### src/rtl/trm_pkg.sv
package trm_pkg;

  typedef enum logic [2:0] {
    S_IDLE  = 3'd0,
    S_HDR   = 3'd1,
    S_TOKEN = 3'd2,
    S_WAIT  = 3'd3,
    S_TRL   = 3'd4
  } seq_state_t;

  typedef struct packed {
    logic loadHeader;
    logic loadTrailer;
    logic shiftEn;
  } seq_ctrl_t;

  localparam logic [1:0] HDR_TAG = 2'b10;
  localparam logic [1:0] TRL_TAG = 2'b01;

endpackage

### src/rtl/trm_stack.sv
module trm_stack #(
  parameter int DEPTH = 16,
  parameter int WIDTH = 9,
  parameter int LVL_W = 5
) (
  input  logic             clk,
  input  logic             rstN,
  input  logic             clr,
  input  logic             push,
  input  logic             pop,
  input  logic [WIDTH-1:0] wrData,
  output logic [WIDTH-1:0] rdData,
  output logic [LVL_W-1:0] level
);
  localparam int ADDR_W = (DEPTH > 1) ? $clog2(DEPTH) : 1;
  localparam logic [ADDR_W-1:0] LAST_ADDR = ADDR_W'(DEPTH - 1);

  logic [WIDTH-1:0]  mem [DEPTH];
  logic [ADDR_W-1:0] wrPtr, rdPtr;

  function automatic logic [ADDR_W-1:0] advance(input logic [ADDR_W-1:0] p);
    return (p == LAST_ADDR) ? '0 : p + 1'b1;
  endfunction

  always_ff @(posedge clk) begin
    if (push) mem[wrPtr] <= wrData;
  end

  always_ff @(posedge clk) begin
    if (!rstN || clr) begin
      wrPtr <= '0;
      rdPtr <= '0;
      level <= '0;
    end else begin
      if (push) wrPtr <= advance(wrPtr);
      if (pop)  rdPtr <= advance(rdPtr);
      case ({push, pop})
        2'b10:   level <= level + 1'b1;
        2'b01:   level <= level - 1'b1;
        default: level <= level;
      endcase
    end
  end

  assign rdData = mem[rdPtr];

endmodule

### src/rtl/trm_datapath.sv
module trm_datapath
  import trm_pkg::*;
#(
  parameter int DEPTH  = 16,
  parameter int EVT_W  = 8,
  parameter int LIMIT  = 8,
  parameter int LVL_W  = 5,
  parameter int WORD_W = 10
) (
  input  logic             clk,
  input  logic             rstN,
  input  logic             trigIn,
  input  logic             clrIn,
  input  seq_ctrl_t        ctrl,
  input  logic             frameValid,
  output logic             trigOut,
  output logic             clrOut,
  output logic             serBit,
  output logic [LVL_W-1:0] stackLevel,
  output logic             inhibit,
  output logic             ovfFlag,
  output logic             stackEmpty,
  output logic             suppLatched
);
  localparam int ENTRY_W = EVT_W + 1;
  localparam logic [LVL_W-1:0] FULL_L  = LVL_W'(DEPTH);
  localparam logic [LVL_W-1:0] LIMIT_L = LVL_W'(LIMIT);

  logic [EVT_W-1:0]   evtCnt;
  logic [ENTRY_W-1:0] headEntry, newEntry;
  logic [WORD_W-1:0]  shReg;
  logic               stackFull, doPush, doPop;

  assign stackFull  = (stackLevel == FULL_L);
  assign stackEmpty = (stackLevel == '0);
  assign inhibit    = (stackLevel > LIMIT_L);
  assign doPop      = ctrl.loadHeader;
  assign doPush     = trigIn & ~clrIn & (~stackFull | doPop);
  assign newEntry   = {inhibit, evtCnt};

  trm_stack #(.DEPTH(DEPTH), .WIDTH(ENTRY_W), .LVL_W(LVL_W)) u_stack (
    .clk    (clk),
    .rstN   (rstN),
    .clr    (clrIn),
    .push   (doPush),
    .pop    (doPop),
    .wrData (newEntry),
    .rdData (headEntry),
    .level  (stackLevel)
  );

  always_ff @(posedge clk) begin
    if (!rstN) begin
      trigOut <= 1'b0;
      clrOut  <= 1'b0;
    end else begin
      trigOut <= trigIn;
      clrOut  <= clrIn;
    end
  end

  always_ff @(posedge clk) begin
    if (!rstN || clrIn) begin
      evtCnt  <= '0;
      ovfFlag <= 1'b0;
    end else if (trigIn) begin
      evtCnt <= evtCnt + 1'b1;
      if (stackFull && !doPop) ovfFlag <= 1'b1;
    end
  end

  always_ff @(posedge clk) begin
    if (!rstN) begin
      shReg       <= '0;
      suppLatched <= 1'b0;
    end else if (ctrl.loadHeader) begin
      shReg       <= {HDR_TAG, headEntry[EVT_W-1:0]};
      suppLatched <= headEntry[EVT_W];
    end else if (ctrl.loadTrailer) begin
      shReg <= {TRL_TAG, suppLatched, ovfFlag, {(EVT_W-2){1'b0}}};
    end else if (ctrl.shiftEn) begin
      shReg <= {shReg[WORD_W-2:0], 1'b0};
    end
  end

  assign serBit = frameValid & shReg[WORD_W-1];

endmodule

### src/rtl/trm_control.sv
module trm_control
  import trm_pkg::*;
#(
  parameter int WORD_W = 10
) (
  input  logic      clk,
  input  logic      rstN,
  input  logic      clrIn,
  input  logic      tokenRet,
  input  logic      stackEmpty,
  input  logic      suppLatched,
  output seq_ctrl_t ctrl,
  output logic      tokenOut,
  output logic      frameValid,
  output logic      busy
);
  localparam int CNT_W = $clog2(WORD_W);
  localparam logic [CNT_W-1:0] LAST_BIT = CNT_W'(WORD_W - 1);

  seq_state_t       state, stateNext;
  logic [CNT_W-1:0] bitCnt, cntNext;

  always_comb begin
    stateNext = state;
    cntNext   = bitCnt;
    ctrl      = '0;
    case (state)
      S_IDLE: begin
        if (!stackEmpty && !clrIn) begin
          ctrl.loadHeader = 1'b1;
          stateNext       = S_HDR;
          cntNext         = '0;
        end
      end
      S_HDR: begin
        if (bitCnt == LAST_BIT) begin
          cntNext = '0;
          if (suppLatched) begin
            ctrl.loadTrailer = 1'b1;
            stateNext        = S_TRL;
          end else begin
            ctrl.shiftEn = 1'b1;
            stateNext    = S_TOKEN;
          end
        end else begin
          ctrl.shiftEn = 1'b1;
          cntNext      = bitCnt + 1'b1;
        end
      end
      S_TOKEN: stateNext = S_WAIT;
      S_WAIT: begin
        if (tokenRet) begin
          ctrl.loadTrailer = 1'b1;
          stateNext        = S_TRL;
          cntNext          = '0;
        end
      end
      S_TRL: begin
        ctrl.shiftEn = 1'b1;
        if (bitCnt == LAST_BIT) begin
          cntNext   = '0;
          stateNext = S_IDLE;
        end else begin
          cntNext = bitCnt + 1'b1;
        end
      end
      default: stateNext = S_IDLE;
    endcase
  end

  always_ff @(posedge clk) begin
    if (!rstN) begin
      state  <= S_IDLE;
      bitCnt <= '0;
    end else begin
      state  <= stateNext;
      bitCnt <= cntNext;
    end
  end

  assign tokenOut   = (state == S_TOKEN);
  assign frameValid = (state == S_HDR) || (state == S_TRL);
  assign busy       = (state != S_IDLE);

endmodule

### src/rtl/token_readout_mgr.sv
module token_readout_mgr
  import trm_pkg::*;
#(
  parameter int DEPTH = 16,
  parameter int EVT_W = 8,
  parameter int LIMIT = 8,
  localparam int LVL_W  = $clog2(DEPTH + 1),
  localparam int WORD_W = EVT_W + 2
) (
  input  logic             clk,
  input  logic             rstN,
  input  logic             trigIn,
  input  logic             clrIn,
  input  logic             tokenRet,
  output logic             trigOut,
  output logic             clrOut,
  output logic             tokenOut,
  output logic             serBit,
  output logic             frameValid,
  output logic             busy,
  output logic [LVL_W-1:0] stackLevel,
  output logic             inhibit,
  output logic             ovfFlag
);
  seq_ctrl_t seqCtrl;
  logic      stackEmpty, suppLatched;

  trm_control #(.WORD_W(WORD_W)) u_control (
    .clk         (clk),
    .rstN        (rstN),
    .clrIn       (clrIn),
    .tokenRet    (tokenRet),
    .stackEmpty  (stackEmpty),
    .suppLatched (suppLatched),
    .ctrl        (seqCtrl),
    .tokenOut    (tokenOut),
    .frameValid  (frameValid),
    .busy        (busy)
  );

  trm_datapath #(
    .DEPTH(DEPTH), .EVT_W(EVT_W), .LIMIT(LIMIT), .LVL_W(LVL_W), .WORD_W(WORD_W)
  ) u_datapath (
    .clk         (clk),
    .rstN        (rstN),
    .trigIn      (trigIn),
    .clrIn       (clrIn),
    .ctrl        (seqCtrl),
    .frameValid  (frameValid),
    .trigOut     (trigOut),
    .clrOut      (clrOut),
    .serBit      (serBit),
    .stackLevel  (stackLevel),
    .inhibit     (inhibit),
    .ovfFlag     (ovfFlag),
    .stackEmpty  (stackEmpty),
    .suppLatched (suppLatched)
  );

endmodule

### config.mk
export PLATFORM = sky130hd
export DESIGN_NAME = token_readout_mgr
export DESIGN_NICKNAME = d
export VERILOG_FILES = /design/src/rtl/trm_pkg.sv /design/src/rtl/trm_stack.sv /design/src/rtl/trm_datapath.sv /design/src/rtl/trm_control.sv /design/src/rtl/token_readout_mgr.sv
export SDC_FILE = /design/constraint.sdc
export NUM_CORES = 1
export LEC_CHECK = 0
export BUFFER_PORTS_ARGS = -buffer_cell sky130_fd_sc_hd__buf_2
export CAP_MARGIN = 20
export CELL_PAD_IN_SITES_DETAIL_PLACEMENT = 1
export CELL_PAD_IN_SITES_GLOBAL_PLACEMENT = 1
export CORE_MARGIN = 10
export CORE_UTILIZATION = 45
export CTS_CLUSTER_SIZE = 12
export DETAILED_ROUTE_END_ITERATION = 7
export GPL_ROUTABILITY_DRIVEN = 0
export GPL_TIMING_DRIVEN = 0
export PLACE_DENSITY_LB_ADDON = 0.1
export SYNTH_ARGS = -nofsm -noshare
export SYNTH_HDL_FRONTEND = slang
export SYNTH_SLANG_ARGS = --single-unit
### constraint.sdc
create_clock -name clk -period 3.79 [get_ports clk]
set_input_delay 0.379 -clock clk [delete_from_list [all_inputs] [get_ports clk]]
set_output_delay 0.379 -clock clk [all_outputs]
set_load 0.005 [all_outputs]
# Yosys cells after proc, flatten, opt, wreduce, memory -nomap -nowiden
# Memories as Yosys holds them, arrays and structs flattened. A register that Yosys moved wholly into a read port is not among the register bits.
# Cells that the tools add are included.
[totals]
out_inout_bits = 13
in_bits = 5
mem_count = 1
elab_cells = 90
ram_bits = 144
reg_bits = 42
[classes]
muxes = 29
reduce_logical = 20
n_eq_ne = 14
bitwise = 7
magnitude_cmp = 1
add_sub_neg = 6
[mem_list]
columns = ["memory", "depth", "width", "rd", "rd_ports_with_merged_regs", "write_ports", "line_no", "rtl"]
rows = [
  ["u_datapath.u_stack.mem", 16, 9, 1, 1, 1, "trm_stack.sv:18", "logic [WIDTH-1:0] mem [DEPTH];"],
]
[ops]
columns = ["operator", "count"]
rows = [
  ["$mux W10", 3],
  ["$mux W4", 7],
  ["$mux W3", 5],
  ["$pmux W3 S5", 1],
  ["$add A4 B1 Y4 const B", 3],
  ["$eq A4 B4 Y1 const B", 3],
  ["$pmux W4 S3", 1],
  ["$pmux W5 S2", 1],
  ["$mux W1", 9],
  ["$reduce_bool A3 Y1", 3],
  ["$add A8 B1 Y8 const B", 1],
  ["$eq A3 B2 Y1 const B", 2],
  ["$ne A2 B1 Y1 const B", 3],
  ["$add A5 B1 Y5 const B", 1],
  ["$eq A5 B5 Y1 const B", 1],
  ["$gt A5 B4 Y1 const B", 1],
  ["$logic_not A5 Y1", 1],
  ["$sub A5 B1 Y5 const B", 1],
  ["$logic_not A1 Y1", 4],
  ["$pmux W1 S2", 2],
  ["$reduce_and A4 Y1", 1],
  ["$reduce_bool A2 Y1", 2],
  ["$reduce_or A2 Y1", 2],
  ["$and A1 B1 Y1", 3],
  ["12 further kinds", 16],
]

# Logic depth before layout (Yosys ltp)
# Gate-level depths: netlist (run 1).
[logic_depth]
depth_word = 9
ltp_mapped = 11
mapped_depth_nobuf = 9

# Cells and area by module
# Synthesis (run 1) repeated with hierarchy kept, for this count alone.
[unflattened]
cells_unflattened = 503
hier_area_um2 = 7988.9
[by_module_without_submodules]
columns = ["module", "instances", "area_each_um2", "seq_area_each_um2", "cells_per_inst"]
rows = [
  ["trm_stack", 1, 6446.2, 4664.5, 332],
  ["trm_datapath", 1, 1021.0, 440.4, 112],
  ["trm_control", 1, 521.8, 140.1, 59],
]

# Least setup slack after synthesis (run 1)
# Ideal clock, no wire load.
[synth_timing]
kind = "reg2reg"
start = "register u_datapath.u_stack.level[0]"
end = "register u_datapath.u_stack.level[4]"
arrival_time_ns = 2.707
synth_period_minus_slack_ns = 2.827
setup_time_ns = 0.120
t_required_ns = 3.670
slack_ns = 0.963
path_stages_with_launch = 12
path_buffers = 2
cell_sequence = "dfxtp_1 > nor4_4 > a211o_1 > buf_6 > buf_2 > nor2_1 > fa_1 > a21o_1 > a21o_1 > or3_1 > a21oi_1 > nor3b_2"
[synth_via]
elab_chain_len = 9
elab_cells_between_ends = 15
classes_between = "2 x add/sub; 3 x eq/ne; 3 x mux; 3 x bitwise; 4 x reduce/logical"
[synth_rtl]
columns = ["item", "line_no", "rtl"]
rows = [
  ["start, declared", "trm_stack.sv:13", "output logic [LVL_W-1:0] level"],
  ["start signal, assigned", "trm_stack.sv:38", "2'b10: level <= level + 1'b1;"],
  ["start signal, assigned", "trm_stack.sv:39", "2'b01: level <= level - 1'b1;"],
  ["start signal, assigned", "trm_stack.sv:40", "default: level <= level;"],
  ["$logic_not A5 Y1", "trm_datapath.sv:35", "assign stackEmpty = (stackLevel == '0);"],
  ["$logic_not A1 Y1", "trm_control.sv:29", "if (!stackEmpty && !clrIn) begin"],
  ["$logic_and A1 B1 Y1", "trm_control.sv:29", ""],
  ["$mux W1", "trm_control.sv:29", ""],
  ["$mux W1", "trm_control.sv:27", "case (state)"],
  ["$or A1 B1 Y1", "trm_datapath.sv:38", "assign doPush = trigIn & ~clrIn & (~stackFull | doPop);"],
  ["$and A1 B1 Y1", "trm_datapath.sv:38", ""],
  ["$eq A2 B1 Y1 or $eq A2 B2 Y1 (tied branches)", "trm_stack.sv:37", "case ({push, pop})"],
  ["$pmux W5 S2 or $reduce_bool A2 Y1 (tied branches)", "--", ""],
]
# Several ways; a longest one is shown, not always the timed one.
# A chain may end at the register's enable or synchronous reset.

# Worst setup path after layout (run 1)
# Ends and elaborated chain as after synthesis.

==> results.txt, run 1 <==
----------------------------------------------------
[Critical path]
  Cell Chain, Critical Path ... nor4_4, a211o_1, buf_6, buf_2, nor2_1, fa_1, a21o_1, a21o_1, or3_1, a21oi_1, nor3b_2
  Crit path arrival time ... 3560 ps
  Worst r2r src ... u_datapath.u_stack.level[0]
  Worst setup path category ... flip-flop to flip-flop
  Peak per-stage delay on the critical path ... 530 ps
  CP Launch Type ... flip-flop
  Setup slack of the most critical reg-to-reg path ... 560 ps
  Worst reg2reg path depth ... 11
  Slowest stage cell, crit path ... sky130_fd_sc_hd__nor4_4
  Sort of element at the end of the critical path ... flip-flop
  Worst EP required ... 4120 ps
  Critical-path maximum fanout ... 10
  Library cell appearing most often on the critical path ... sky130_fd_sc_hd__a21o_1
  Worst reg2reg path endpoint ... u_datapath.u_stack.level[4]

[STA]
  Largest clock skew in the final design ... 8.425 ps
  Final Max Slew Viols ... 0
  Max Clk Rate ... 0.3093 GHz
  RSZ-0062 raised after global routing ... no
  Final hold slack ... 248.7 ps
  Final Hold Viols ... 0
  Worst relative slew slack ... 0.4314
  Final worst slack ... 556.8 ps
  Sum of negative setup slack ... 0 ps
  Post-layout minimum cycle time ... 3233 ps
  Count of final setup violators ... 0
  Tightest Pin Transition ... 853.0 ps
  Ratio of final minimum period to clock period ... 0.8531

[Logic synthesis]
  List of most frequent post-synthesis cells ... 144 x sky130_fd_sc_hd__edfxtp_1, 46 x sky130_fd_sc_hd__dfxtp_1, 42 x sky130_fd_sc_hd__mux4_2
  Area of the mapped netlist ... 7797 um2
  Cells taking the most area after synthesis ... sky130_fd_sc_hd__edfxtp_1 55%, sky130_fd_sc_hd__mux4_2 12%, sky130_fd_sc_hd__dfxtp_1 12%
  Simple-Gate Fraction of Synth Area ... 0.07638
  Most frequent cell after synthesis ... sky130_fd_sc_hd__edfxtp_1
  Proportion of synthesized chip area in sequential cells ... 0.6727
  Mux share of post-synthesis cell area ... 0.1414
  Post-synthesis share of cell area spent on full adders, half adders and majority gates ... 0.02022
  Number of flops mapped to enable cells by yosys ... 144
  Compound-cell area share of the yosys netlist ... 0.05761
  Flops & latches, synth ... 190
  Post-Syn Area per Cell ... 15.95 um2
  Main combinational cell family by area after synthesis ... multiplexers
  Cell type contributing the most total cell area after synthesis ... sky130_fd_sc_hd__edfxtp_1
  Most instantiated flip-flop cell in the synthesis netlist ... sky130_fd_sc_hd__edfxtp_1
  Xor-xnor portion of the synthesized cell area ... 0.01236
  Proportion of synthesized flip-flops having asynchronous set or reset ... 0
  Total nets after synthesis ... 506
  Yosys warns ... 0
  Cell count after synthesis ... 489
  Number of library cell types mapped by synthesis ... 57
  Synth top area share ... 0.5546

[Global route]
  Antenna violations before repair ... 0
  Total track usage ... 0.1689
  Global-route track usage on met2 ... 0.2697
  Overflow left after global routing ... 0
  Met3 layer usage reported by global route ... 0.03861
  Via count of the first global-routing pass ... 4512
  Pin count of the biggest net entering global routing ... 21
  Global-route wire length before repair ... 28.12 mm
  GR met1 Demand/Resource ... 0.2290
  Most congested layer reported by global routing ... met2

[CTS]
  Number of clock sinks ... 190
  Total of hold buffers inserted after clock tree synthesis ... 0
  CTS tree ... yes
  Number of buffers on the longest clock path ... 2
  Post-CTS setup repair buffer count ... 0
  Number of H-tree levels ... 4
  Root Buffer Master ... sky130_fd_sc_hd__clkbuf_16
  Worst-Skew Late Latency ... 440 ps
  Number of buffers added by the clock tree synthesis step ... 17
  PostCTS Resize Cnt ... 0
  Clock-pin slew on the worst setup and hold paths ... 70 ps

[Drt]
  Wire length after detailed routing ... 18.19 mm
  Initial drt markers ... 324
  Residual DRC ... 0
  Vias per cell ... 5.734
  Total number of vias ... 4467
  Number of detailed-route iterations in the first pass ... 5
  Average routed wire per standard cell ... 23.35 um
  Antenna-violating nets left ... 0

[Worst hold path]
  Hold Path Class ... input port to flip-flop
  Worst Hold Launch ... rstN
  Hold Path End ... u_control.state[1]
  Cells on Worst Hold Path ... 3

[Floorplan]
  Area enclosed by the die boundary ... 22990 um2
  Number of I/O pins ... 18
  Die width ... 151.6 um
  Area of the core ... 17120 um2
  Initial standard-cell utilization of the core ... 0.4556
  Row count ... 48
  Die height ... 151.6 um

[Final layout]
  Finished Layout Cells ... 779
  Design Area, Final ... 8986 um2
  Area added between synthesis and finish ... 15.24%
  Antenna Diode Count ... 0
  Fraction of layout instances using a drive strength above 1 ... 0.2347
  Filler cells ... 1646
  Count of nets after finishing ... 558
  Area taken by flip-flops and latches ... 5245 um2
  Final core utilization ... 0.5250
  Multi-input gate area ... 2421 um2

[Pwr]
  PnR Total Power ... 4.293 mW
  Static Leakage ... 3.171 nW
  P per Cell Area ... 477.7 nW/um2
  Worst voltage drop across the vdd grid ... 0.2925 mV

[Placed design]
  Placement Setup Slack ... 578.2 ps
  HPWL after detailed placement ... 12.76 mm
  Post-place instance area ... 8342 um2
  Number of buffers inserted by port buffering ... 17
  Placed Cells ... 745

[Run]
  Max-cap violation count ... 0

[Run status]
  Status ... finished, final reports clean

----------------------------------------------------
## critical path, delay by kind of cell, from the launching register on
kind                       cells  cell delay, ps
AOI/OAI and AO/OA              4             810
adders and majority gates      1             450
buffers and inverters          2             390
DFF                            1             410
and+or+nand+nor                4            1080
## placed cells by master, fill, tap and decap left out, drive strengths merged, types with 11 or more instances in the layout
master | netlist | final
mux2i | 11 | 11
a21oi | 15 | 15
clkbuf | 13 | 30
o21ai | 14 | 14
mux4 | 42 | 42
nand2 | 35 | 35
edfxtp | 144 | 144
inv | 9 | 17
ha | 11 | 11
buf | 11 | 44
dfxtp | 46 | 46
nor2 | 38 | 38
## layout make-up
class	count	area share
plain buffers	24	0.01309
flip-flops and latches	190	0.5837
multi-input cells	266	0.2694
clock buffers	17	0.04734
inverters	9	0.003759
clock inverters	15	0.02228
repair buffers	33	0.02910
well taps	225	0.03133
## flip-flops by register name, summed over array words and instances, names as in the netlist, named ones only
name,cells
u_datapath.clrOut,1
u_datapath.trigOut,1
u_control.bitCnt,4
u_datapath.u_stack.rdPtr,4
u_datapath.evtCnt,8
u_datapath.ovfFlag,1
u_datapath.u_stack.mem,144
u_datapath.suppLatched,1
u_control.state,3
u_datapath.u_stack.wrPtr,4
u_datapath.u_stack.level,5
u_datapath.shReg,10
## worst max-delay path by stage
stage                     slack, ps                   startpoint                           end  cells after the start
after floorplan                 960  u_datapath.u_stack.level[0]   u_datapath.u_stack.level[4]                     11
after global placement          170           u_control.state[1]  u_datapath.u_stack.mem[0][8]                      4
after detailed placement        580  u_datapath.u_stack.level[0]   u_datapath.u_stack.level[4]                     11
after CTS                       560  u_datapath.u_stack.level[0]   u_datapath.u_stack.level[4]                     11
after global routing            280  u_datapath.u_stack.level[0]   u_datapath.u_stack.level[4]                     11
final                           560  u_datapath.u_stack.level[0]   u_datapath.u_stack.level[4]                     11
## cell families after synthesis
family,count (synthesis)
flops,190
mux,56
xor+xnor,11
fa+ha+maj,12
buf+inv,33
simple gates,122
compound gates,65
## power breakdown
group / internal [mW] / switching, mW
logic: 0.0629 / 0.0897
registers: 2.23 / 0.0185
clock network: 1.07 / 0.823
total: 3.36 / 0.931
## layer usage
layer / vias up / part of all wire
li1: 2007 / -
met1: 2364 / 0.45
met2: 80 / 0.50
met3: 16 / 0.038
met4: 0 / 0.011
met5: - / 0
No activity file was read; power rests on OpenSTA's default activity.
==> run 2: changes to the inputs <==
Settings changed: SYNTH_HIERARCHICAL set to 1.
==> run 2 against run 1 <==
Effect of this change: non-clock buffer count is 15 lower; worst hold slack better by 77 ps; power is 5.3% lower; via count is 1.7% lower; design area fell by 0.19%; register-to-register slack got worse by 310 ps; worst setup slack got worse by 310 ps; synthesized cell count increased by 2.9%; largest power group unchanged; sequential power about the same; clock power fell by 12%; first-iteration DRC count decreased by 5.6%; clock skew up 4.2 ps.
==> results.txt, run 2 <==
----------------------------------------------------
[Run status]
  Status ... finished, final reports clean

[Critical path]
  Worst EP required ... 4160 ps (+40 ps)
  Crit path arrival time ... 3920 ps (+360 ps)
  CP Launch Type ... flip-flop
  Cell Chain, Critical Path ... buf_2, or3_2, nor3_4, buf_2, nor3b_4, nor3b_4, inv_1, ha_1, buf_2, xor2_1, ha_1, a21oi_1, xor2_1, or3_1, a21oi_1
  Cell family with the largest share of critical-path delay ... simple AND/OR/NAND/NOR gates
  Peak per-stage delay on the critical path ... 480 ps (-50 ps)
  Number of buffers and inverters on the critical path ... 4 (+2)
  Setup slack of the most critical reg-to-reg path ... 240 ps (-310 ps)
  Worst setup path category ... flip-flop to flip-flop
  Library cell appearing most often on the critical path ... sky130_fd_sc_hd__buf_2
  Critical-path maximum fanout ... 10 (unchanged)
  Sort of element at the end of the critical path ... flip-flop
  Slowest stage cell, crit path ... sky130_fd_sc_hd__or3_2

[CTS]
  Number of buffers on the longest clock path ... 2 (unchanged)
  Total of hold buffers inserted after clock tree synthesis ... 0 (unchanged)
  CTS tree ... yes
  Number of H-tree levels ... 4 (unchanged)
  Number of clock sinks ... 190 (unchanged)
  Number of buffers added by the clock tree synthesis step ... 17 (unchanged)
  Clock-pin slew on the worst setup and hold paths ... 80 ps (about the same)
  Worst-Skew Late Latency ... 430 ps (about the same)
  Root Buffer Master ... sky130_fd_sc_hd__clkbuf_16

[Pwr]
  Worst voltage drop across the vdd grid ... 0.3446 mV (+18%)
  Static Leakage ... 3.143 nW (-0.87%)
  PnR Total Power ... 4.067 mW (-5.3%)
  P per Cell Area ... 453.5 nW/um2 (-5.1%)

[STA]
  Count of final setup violators ... 0 (unchanged)
  Max Clk Rate ... 0.2820 GHz (-8.8%)
  Final Max Slew Viols ... 0 (unchanged)
  Ratio of final minimum period to clock period ... 0.9357 (+0.08258)
  Final worst slack ... 243.8 ps (-313.0 ps)
  Worst relative slew slack ... 0.4019 (-0.02946)
  Final Hold Viols ... 0 (unchanged)
  RSZ-0062 raised after global routing ... no
  Largest clock skew in the final design ... 12.67 ps (+4.243 ps)
  Post-layout minimum cycle time ... 3546 ps (+313.0 ps)
  Tightest Pin Transition ... 895.9 ps (+42.96 ps)

[Global route]
  Overflow left after global routing ... 0 (unchanged)
  Global-route wire length before repair ... 27.58 mm (-1.9%)
  Antenna violations before repair ... 0 (unchanged)
  Total track usage ... 0.1531 (-0.01583)
  Via count of the first global-routing pass ... 4679 (+3.7%)
  Pin count of the biggest net entering global routing ... 21 (unchanged)

[Drt]
  Antenna-violating nets left ... 0 (unchanged)
  Average routed wire per standard cell ... 22.83 um (-2.3%)
  Vias per cell ... 5.634 (-1.7%)
  Number of detailed-route iterations in the first pass ... 4 (-1)
  Total number of vias ... 4389 (-1.7%)
  Initial drt markers ... 306 (-5.6%)
  Wire length after detailed routing ... 17.78 mm (-2.3%)
  Residual DRC ... 0 (unchanged)

[Floorplan]
  Initial standard-cell utilization of the core ... 0.4603 (+0.004724)
  Number of I/O pins ... 18 (unchanged)
  Row count ... 48 (unchanged)
  Die height ... 153.2 um (+1.1%)
  Area of the core ... 17360 um2 (+1.4%)
  Die width ... 153.2 um (+1.1%)
  Area enclosed by the die boundary ... 23480 um2 (+2.1%)

[Final layout]
  Filler cells ... 1628 (-1.1%)
  Largest register by flop count ... u_datapath/u_stack/mem
  Antenna Diode Count ... 0 (unchanged)
  Most common cell after layout, fill and taps aside ... sky130_fd_sc_hd__edfxtp_1
  Area added between synthesis and finish ... 12.26%
  Commonest non-fill, non-tap cells in the layout ... 144 x sky130_fd_sc_hd__edfxtp_1, 46 x sky130_fd_sc_hd__dfxtp_1, 27 x sky130_fd_sc_hd__nand2_1, 26 x sky130_fd_sc_hd__nor2_1, 24 x sky130_fd_sc_hd__a22oi_1
  Largest registers ... u_datapath/u_stack/mem (144), u_datapath/shReg (10), u_datapath/evtCnt (8)
  Design Area, Final ... 8969 um2 (-0.19%)
  Fraction of layout instances using a drive strength above 1 ... 0.1968 (-0.03791)
  Count of nets after finishing ... 558 (unchanged)
  Number of flip-flops under the largest register name ... 144 (unchanged)

[Logic synthesis]
  Cells taking the most area after synthesis ... sky130_fd_sc_hd__edfxtp_1 54%, sky130_fd_sc_hd__dfxtp_1 12%, sky130_fd_sc_hd__mux4_2 6.2%
  Main combinational cell family by area after synthesis ... multiplexers
  Proportion of synthesized flip-flops having asynchronous set or reset ... 0 (unchanged)
  Cell count after synthesis ... 503 (+2.9%)
  Most frequent cell after synthesis ... sky130_fd_sc_hd__edfxtp_1
  Mux share of post-synthesis cell area ... 0.1248 (-0.01654)
  Cell type contributing the most total cell area after synthesis ... sky130_fd_sc_hd__edfxtp_1
  Yosys warns ... 6 (+6)
  Area of the mapped netlist ... 7989 um2 (+2.5%)
  Total nets after synthesis ... 520 (+2.8%)
  List of most frequent post-synthesis cells ... 144 x sky130_fd_sc_hd__edfxtp_1, 46 x sky130_fd_sc_hd__dfxtp_1, 27 x sky130_fd_sc_hd__nand2_1, 27 x sky130_fd_sc_hd__nor2_1, 24 x sky130_fd_sc_hd__a22oi_1
  Most instantiated flip-flop cell in the synthesis netlist ... sky130_fd_sc_hd__edfxtp_1
  Number of library cell types mapped by synthesis ... 61 (+7.0%)
  Post-Syn Area per Cell ... 15.88 um2 (-0.40%)
  Post-synthesis share of cell area spent on full adders, half adders and majority gates ... 0.01879 (-0.001424)
  Proportion of synthesized chip area in sequential cells ... 0.6565 (-0.01612)
  Compound-cell area share of the yosys netlist ... 0.06249 (+0.004884)
  Synth top area share ... 0.5413 (-0.01329)
  Xor-xnor portion of the synthesized cell area ... 0.01096 (-0.001392)
  Simple-Gate Fraction of Synth Area ... 0.1018 (+0.02542)
  Number of flops mapped to enable cells by yosys ... 144 (unchanged)
  Flops & latches, synth ... 190 (unchanged)

[Placed design]
  Placement Setup Slack ... -870.6 ps (-1449 ps)
  HPWL after detailed placement ... 11.84 mm (-7.2%)
  Number of buffers inserted by port buffering ... 16 (-1)
  Post-place instance area ... 8356 um2 (+0.16%)

[Worst hold path]
  Hold Path Class ... input port to flip-flop

[Run]
  Max-cap violation count ... 0 (unchanged)

----------------------------------------------------
run 2: cell types whose count changed in the layout (fill, tap and decap cells not counted), moves of 5 or more:
cell	change
sky130_fd_sc_hd__a22oi_1	+24
sky130_fd_sc_hd__and2_1	+16
sky130_fd_sc_hd__buf_4	+6
sky130_fd_sc_hd__buf_6	-13
sky130_fd_sc_hd__clkbuf_1	-7
sky130_fd_sc_hd__mux4_1	+14
sky130_fd_sc_hd__mux4_2	-20
sky130_fd_sc_hd__nand2_1	-8
sky130_fd_sc_hd__nand2b_1	+8
sky130_fd_sc_hd__nor2_1	-12
sky130_fd_sc_hd__nor3b_1	+6
sky130_fd_sc_hd__o21ai_0	-5
run 2: per-stage QoR:
step           hold slack [ps]  cells  TNS (ps)  utilization
4_1_cts                  307.7    777         0       0.5154
6_report                 326.0    779         0       0.5167
5_1_grt                  317.9    779         0       0.5167
2_1_floorplan            433.5    503         0            -
3_3_place_gp             446.7    744    -52620       0.4814
3_5_place_dp             460.6    744    -71990       0.4814
run 2: path summary, 6_finish.rpt:
path / from / to / cells after the start
max reg2reg: u_control/state[1] / u_datapath/u_stack/level[2] / 15
max: u_control/state[1] / u_datapath/u_stack/level[2] / 15
min reg2reg: u_datapath/shReg[7] / u_datapath/shReg[7] / 2
min: trigIn / u_datapath/trigOut / 2
run 2: final cells by class:
type / count / area, um2 / area share
Sequential cell: 190 / 5245 / 0.5848
Clock buffer: 18 / 429.2 / 0.04785
Inverter: 7 / 26.28 / 0.002930
Clock inverter: 14 / 125.1 / 0.01395
Timing Repair Buffer: 19 / 102.6 / 0.01144
Multi-Input combinational cell: 283 / 2589 / 0.2886
Tap cell: 225 / 281.5 / 0.03139
Buffer: 23 / 170.2 / 0.01897
run 2: cell families after synthesis:
| kind of cell | count (synthesis) |
|---|---|
| compound gates | 69 |
| xor+xnor | 10 |
| fa+ha+maj | 12 |
| buf+inv | 30 |
| flops | 190 |
| mux | 49 |
| simple gates | 143 |
run 2: worst register-to-register path: cells and delay by family (launching register included):
kind            cells  cell delay [ps]
simple gates        5             1350
buf+inv             4              780
fa+ha+maj           2              470
flops               1              350
compound gates      2              280
xor+xnor            2              250
run 2: routing by layer:
metal,up-vias,global-route usage,share of wire,wire length [um]
li1,2041,-,-,-
met1,2246,0.1991,0.44,7872
met2,87,0.2507,0.50,8836
met3,15,0.02862,0.048,851
met4,0,0.05313,0.012,220
met5,-,0,0,0
run 2: power by group:
part / switching, mW / leakage (nW) / internal [mW]
clock: 0.810 / 0.266 / 0.865
combinational: 0.0831 / 1.11 / 0.0650
sequential: 0.0151 / 1.77 / 2.23
run 2: timing repair:
action | CTS | global route
resized for setup | 5 | 3
buffers inserted | 1 | 2
setup endpoints to repair | 149 | 39
pin swaps | 1 | 2
